**src/rtl/wdt_ew_pkg.sv**
```systemverilog
package wdt_ew_pkg;

  // register select values
  typedef enum logic {
    REG_SERVICE = 1'b0,
    REG_FLAGS   = 1'b1
  } wdt_reg_e;

  localparam logic [7:0] SERVICE_CODE = 8'hFF;
  localparam int unsigned FLAG_WARN_BIT = 0;
  localparam int unsigned FLAG_OVF_BIT  = 1;

  // count value on which the next tick is the overflow
  function automatic logic wdt_is_terminal(input int unsigned cnt,
                                           input int unsigned timeout);
    return cnt == timeout - 1;
  endfunction

  // count value on which the next tick leaves 'lead' ticks to overflow
  function automatic logic wdt_is_warn_point(input int unsigned cnt,
                                             input int unsigned timeout,
                                             input int unsigned lead);
    return cnt == timeout - 1 - lead;
  endfunction

endpackage

```
**src/rtl/wdt_counter.sv**
```systemverilog
module wdt_counter
  import wdt_ew_pkg::*;
#(
  parameter int unsigned TIMEOUT_TICKS   = 49152,
  parameter int unsigned WARN_LEAD_TICKS = 33,
  parameter int unsigned CW              = $clog2(TIMEOUT_TICKS)
) (
  input  logic          clk,
  input  logic          rst_n,
  input  logic          tick_en,
  input  logic          service,
  output logic [CW-1:0] cnt,
  output logic          warn_hit,
  output logic          ovf_hit
);

  logic live_tick;
  assign live_tick = tick_en && !service;
  assign warn_hit  = live_tick && wdt_is_warn_point(32'(cnt), TIMEOUT_TICKS, WARN_LEAD_TICKS);
  assign ovf_hit   = live_tick && wdt_is_terminal(32'(cnt), TIMEOUT_TICKS);

  always_ff @(posedge clk) begin
    if (!rst_n)          cnt <= '0;
    else if (service)    cnt <= '0;
    else if (ovf_hit)    cnt <= '0;
    else if (live_tick)  cnt <= cnt + 1'b1;
  end

endmodule

```
**src/rtl/wdt_flags.sv**
```systemverilog
module wdt_flags (
  input  logic clk,
  input  logic rst_n,
  input  logic warn_hit,
  input  logic ovf_hit,
  input  logic warn_sw_clr,
  input  logic ovf_sw_clr,
  input  logic wake_fall,
  input  logic ext_reset,
  output logic warn_flag,
  output logic ovf_status
);

  always_ff @(posedge clk) begin
    if (!rst_n)                        warn_flag <= 1'b0;
    else if (warn_hit)                 warn_flag <= 1'b1;
    else if (warn_sw_clr || wake_fall) warn_flag <= 1'b0;
  end

  always_ff @(posedge clk) begin
    if (!rst_n)          ovf_status <= 1'b0;
    else if (ext_reset)  ovf_status <= 1'b0;
    else if (ovf_hit)    ovf_status <= 1'b1;
    else if (ovf_sw_clr) ovf_status <= 1'b0;
  end

endmodule

```
**src/rtl/wdt_pulse.sv**
```systemverilog
module wdt_pulse #(
  parameter int unsigned RST_PULSE_CYCLES = 8,
  parameter int unsigned PW               = $clog2(RST_PULSE_CYCLES + 1)
) (
  input  logic clk,
  input  logic rst_n,
  input  logic trig,
  output logic pulse
);

  logic [PW-1:0] left;

  always_ff @(posedge clk) begin
    if (!rst_n)         left <= '0;
    else if (trig)      left <= PW'(RST_PULSE_CYCLES);
    else if (left != 0) left <= left - 1'b1;
  end

  assign pulse = (left != 0);

endmodule

```
**src/rtl/wdt_early_warn.sv**
```systemverilog
module wdt_early_warn
  import wdt_ew_pkg::*;
#(
  parameter int unsigned TIMEOUT_TICKS    = 49152,
  parameter int unsigned WARN_LEAD_TICKS  = 33,
  parameter int unsigned RST_PULSE_CYCLES = 8
) (
  input  logic       clk,
  input  logic       rst_n,
  input  logic       tick_en,
  input  logic       wr_en,
  input  logic       wr_addr,
  input  logic [7:0] wr_data,
  input  logic       wake,
  input  logic       ext_reset,
  output logic       rst_req,
  output logic       warn_flag,
  output logic       ovf_status
);

  localparam int unsigned CW = $clog2(TIMEOUT_TICKS);

  logic          service, flags_wr, warn_sw_clr, ovf_sw_clr;
  logic          wake_q, wake_fall;
  logic          warn_hit, ovf_hit;
  logic [CW-1:0] cnt;

  assign service     = wr_en && (wr_addr == REG_SERVICE) && (wr_data == SERVICE_CODE);
  assign flags_wr    = wr_en && (wr_addr == REG_FLAGS);
  assign warn_sw_clr = flags_wr && !wr_data[FLAG_WARN_BIT];
  assign ovf_sw_clr  = flags_wr && !wr_data[FLAG_OVF_BIT];

  always_ff @(posedge clk) begin
    if (!rst_n) wake_q <= 1'b0;
    else        wake_q <= wake;
  end
  assign wake_fall = wake_q && !wake;

  wdt_counter #(
    .TIMEOUT_TICKS  (TIMEOUT_TICKS),
    .WARN_LEAD_TICKS(WARN_LEAD_TICKS),
    .CW             (CW)
  ) u_cnt (
    .clk     (clk),
    .rst_n   (rst_n),
    .tick_en (tick_en),
    .service (service),
    .cnt     (cnt),
    .warn_hit(warn_hit),
    .ovf_hit (ovf_hit)
  );

  wdt_flags u_flags (
    .clk        (clk),
    .rst_n      (rst_n),
    .warn_hit   (warn_hit),
    .ovf_hit    (ovf_hit),
    .warn_sw_clr(warn_sw_clr),
    .ovf_sw_clr (ovf_sw_clr),
    .wake_fall  (wake_fall),
    .ext_reset  (ext_reset),
    .warn_flag  (warn_flag),
    .ovf_status (ovf_status)
  );

  wdt_pulse #(
    .RST_PULSE_CYCLES(RST_PULSE_CYCLES)
  ) u_pulse (
    .clk  (clk),
    .rst_n(rst_n),
    .trig (ovf_hit),
    .pulse(rst_req)
  );

endmodule

```
**config.mk**
```make
export PLATFORM = sky130hd
export DESIGN_NAME = wdt_early_warn
export DESIGN_NICKNAME = d
export VERILOG_FILES = /design/src/rtl/wdt_ew_pkg.sv /design/src/rtl/wdt_counter.sv /design/src/rtl/wdt_flags.sv /design/src/rtl/wdt_pulse.sv /design/src/rtl/wdt_early_warn.sv
export SDC_FILE = /design/constraint.sdc
export NUM_CORES = 1
export LEC_CHECK = 0
export ABC_AREA = 0
export BUFFER_PORTS_ARGS = -buffer_cell sky130_fd_sc_hd__buf_4
export CELL_PAD_IN_SITES_DETAIL_PLACEMENT = 0
export CELL_PAD_IN_SITES_GLOBAL_PLACEMENT = 2
export CORE_MARGIN = 2
export CORE_UTILIZATION = 36
export CTS_BUF_LIST = sky130_fd_sc_hd__clkbuf_16
export CTS_CLUSTER_DIAMETER = 30
export DETAILED_ROUTE_END_ITERATION = 8
export PLACE_DENSITY = 0.9
export SLEW_MARGIN = 20
export SYNTH_ARGS = -nofsm -noshare
export SYNTH_HDL_FRONTEND = slang
export SYNTH_SLANG_ARGS = --single-unit
```
**constraint.sdc**
```tcl
create_clock -name clk -period 2.8 [get_ports clk]
set_clock_uncertainty 0.1 [all_clocks]
set_input_delay 0.28 -clock clk [delete_from_list [all_inputs] [get_ports clk]]
set_output_delay 0.28 -clock clk [all_outputs]
set_load 0.01 [all_outputs]
```
==> results by group <==
Clock tree
  – Setup bufs post-CTS: 0
  – Post_cts resized: 0
  – CTS sink count: 23
  – Root Driver: clkbuf_16
  – Num CTS Buffers: 3
  – Clk_lat worst skew: between 0.2 and 0.3 ns
  – CTS clk-pin slew, worst paths: 0.06 ns
  – Hold-fix buffers, CTS: 0
  – # H-tree levels: 1
  – CTS tree: yes
  – Clk buf depth: 2

Worst setup path
  – Crit path cell chain: and3_1 > nand4_4 > o211ai_2 > a21oi_1
  – Critical Path Fanout Max: 14
  – Critical-path top delay cell: o211ai_2
  – Startpoint types: flip-flop
  – R2r startpoint: u_cnt.cnt[2]
  – CP endpoint kind: flip-flop
  – WP data arrival: around 1.9 ns
  – Crit-path leading delay family: compound AO/OA/AOI/OAI gates
  – WP buf/inv: 0
  – Setup CP Type: flip-flop to flip-flop
  – Worst reg2reg endpoint: u_cnt.cnt[9]
  – R2R Setup Slk: roughly 0.90 ns
  – Critical Path RT: 2.81 ns
  – Worst path max stage delay: 0.59 ns
  – Cell depth of the worst flop-to-flop path: 4

Layout
  – Layout cells sized above 1: 18.54%
  – Fin nets: ~170
  – Antenna Cells: 0
  – Area Overhead vs Synth: 18.34%

GRT
  – Met3 usage: 3.261%
  – Vias in the first global route: between 1k and 1.5k
  – Total grt overflow: 0
  – Grt met1 use: 17.93%
  – First-pass GRT wire length: 4450 um
  – Busiest grt layer: met2
  – Tot GR Track Use: around 14%
  – Initial antenna violation count: 0
  – Pin count of the biggest net entering global routing: 19
  – Met2 Usage GRT: a little under a quarter

Power and ir drop
  – Leakage: 0.5193 nW
  – Max IR drop VDD: approximately 0.26 mV
  – Power per cell area: 596.9 nW/um^2

Routing
  – Final WL: 2593 um
  – First drt pass iteration count: 4
  – Routed WL per cell: approximately 13 um
  – Initial DRC Count: 49
  – Routed vias: 1048
  – Post-DRT Antenna Nets: 0
  – DRC viols: 0
  – DR vias/cell: 5.320

Synthesis
  – Synth async-reset ratio: 0%
  – Synth top area share: a little under two fifths
  – Main synth FF type: dfxtp_1
  – Synth cell types: 42
  – Yosys warns: 0
  – Synth top area cells: dfxtp_1 (38%), a21oi_1 (4.1%), ha_1 (4.1%), nand2_1 (4.0%), and3_1 (3.1%)
  – Post-synth EDFFs: 0
  – Syn avg cell area: 8.979 sq um
  – Synth area leader: dfxtp_1
  – Register area share after synthesis: 37.70%
  – Synth top cells by count: dfxtp_1 (23), nand2_1 (13), a21oi_1 (10)
  – Top-count cell post-synth: dfxtp_1
  – Gate count after technology mapping: 136
  – Post-synth net total: about 160
  – Seq cells post-synth: 23
  – Mapped Area: 1221 sq um

Timing
  – Setup TNS: 0 ns
  – Fin crit share: 67.81%
  – Final worst setup slack: 0.9013 ns
  – Fin. max-slew vios: 0
  – Fmax: 526.7 MHz
  – RSZ-0062 raised after global routing: no
  – Post-route minimum period: 1.899 ns
  – Final hold viol count: 0
  – Final setup viols: 0
  – Worst Max-Slew Pin Slew: 0.6652 ns
  – Relative slew slack: between 50% and 60%

Hold path
  – HP Class: input port to flip-flop
  – Hold Startpoint: wake
  – Worst hold endpoint: wake_q
  – Hold depth: 2

Run
  – Max-cap violations: 0

Floorplan
  – Core Area: 3284 sq um
  – Die height: 62.24 um
  – Die Area: 3874 sq um
  – DIE WIDTH: 62.24 um
  – Row count: 21
  – Ports: 18
  – Initial Utilization: ~37%

Placement
  – # port buffers: 17
  – Pre-CTS setup slack: 0.9072 ns
  – Gpl congestion: 0.7453
  – Dpl hpwl: 1939 um

Outcome
  – Status: finished clean
-- placed cells by master (no fill, tap or decap), drive strengths merged, types with 2 or more instances in the layout --
| master | count |
|---|---|
| a21boi | 2 |
| a21oi | 11 |
| and3 | 7 |
| and4 | 2 |
| buf | 18 |
| clkbuf | 3 |
| dfxtp | 23 |
| ha | 4 |
| inv | 5 |
| nand2 | 13 |
| nand3 | 5 |
| nand4 | 6 |
| nand4b | 4 |
| nor2 | 7 |
| nor4 | 3 |
| o21ai | 4 |
| o31ai | 4 |
| o41ai | 2 |
| or3 | 3 |
| or4 | 5 |
| or4b | 2 |
| xnor2 | 4 |
| xor2 | 3 |
-- where the power goes --
group          internal [mW]  total, mW  switching [mW]
Clock                  0.191      0.309           0.118
Sequential             0.356      0.376          0.0200
Combinational         0.0912      0.178          0.0872
Total                  0.638      0.863           0.225
-- cell families after synthesis --
group | count (synthesis) | synth area share [%]
buffers and inverters | 11 | 5.123
multiplexers | 1 | 0.8197
AO/OA/AOI/OAI | 28 | 15.57
AND/OR/NAND/NOR | 62 | 31.66
adder cells (fa/ha/maj) | 4 | 4.099
XOR/XNOR | 7 | 5.021
flip-flops | 23 | 37.70
-- layer usage --
metal | up-vias | part of all wire (%)
met5 | - | 0
met4 | 0 | 0.69
met3 | 2 | 4.6
met2 | 27 | 46
met1 | 476 | 49
li1 | 543 | -
-- worst register-to-register path, stage by stage (launching register included) --
cell	delay (ns)
dfxtp_1	0.41
and3_1	0.33
nand4_4	0.22
o211ai_2	0.60
a21oi_1	0.10
-- layout make-up --
type | instances | area, sq um
multi-input combinational | 102 | 698.2
clock inverter | 1 | 3.754
timing repair buffer | 18 | 135.1
fill | 332 | 1839
sequential | 23 | 460.4
clock buffer | 3 | 75.07
inverter | 4 | 15.01
tap | 46 | 57.56
-- sequential cells by signal, summed over array words and instances, names as in the netlist --
name and cells:
u_flags.warn_flag 1, wake_q 1, u_flags.ovf_status 1, u_pulse.left 4, u_cnt.cnt 16
-- how the worst max path moves through the flow --
stage / from / to / depth (start not counted)
2_1_floorplan: u_cnt.cnt[2] / u_cnt.cnt[14] / 6
3_3_place_gp: wr_addr / u_cnt.cnt[1] / 5
3_5_place_dp: u_cnt.cnt[2] / u_cnt.cnt[9] / 4
4_1_cts: u_cnt.cnt[2] / u_cnt.cnt[9] / 4
5_1_grt: u_cnt.cnt[2] / u_cnt.cnt[9] / 4
6_report: u_cnt.cnt[2] / u_cnt.cnt[9] / 4
-- metrics by stage --
stage | hold slack, ns | util (%) | instances | total power [mW] | area [sq um]
detailed placement | 0.3823 | 41.60 | 193 | 0.5638 | 1366
global route | 0.1406 | 44.00 | 197 | 0.9294 | 1445
global placement | 0.3658 | 41.60 | 193 | 0.5532 | 1366
finish | 0.1452 | 44.00 | 197 | 0.8626 | 1445
CTS | 0.1421 | 44.00 | 197 | 0.8789 | 1445
floorplan | 0.3017 | - | 136 | 0.5073 | 1221
Note: power is estimated with default switching activity, not from simulation.
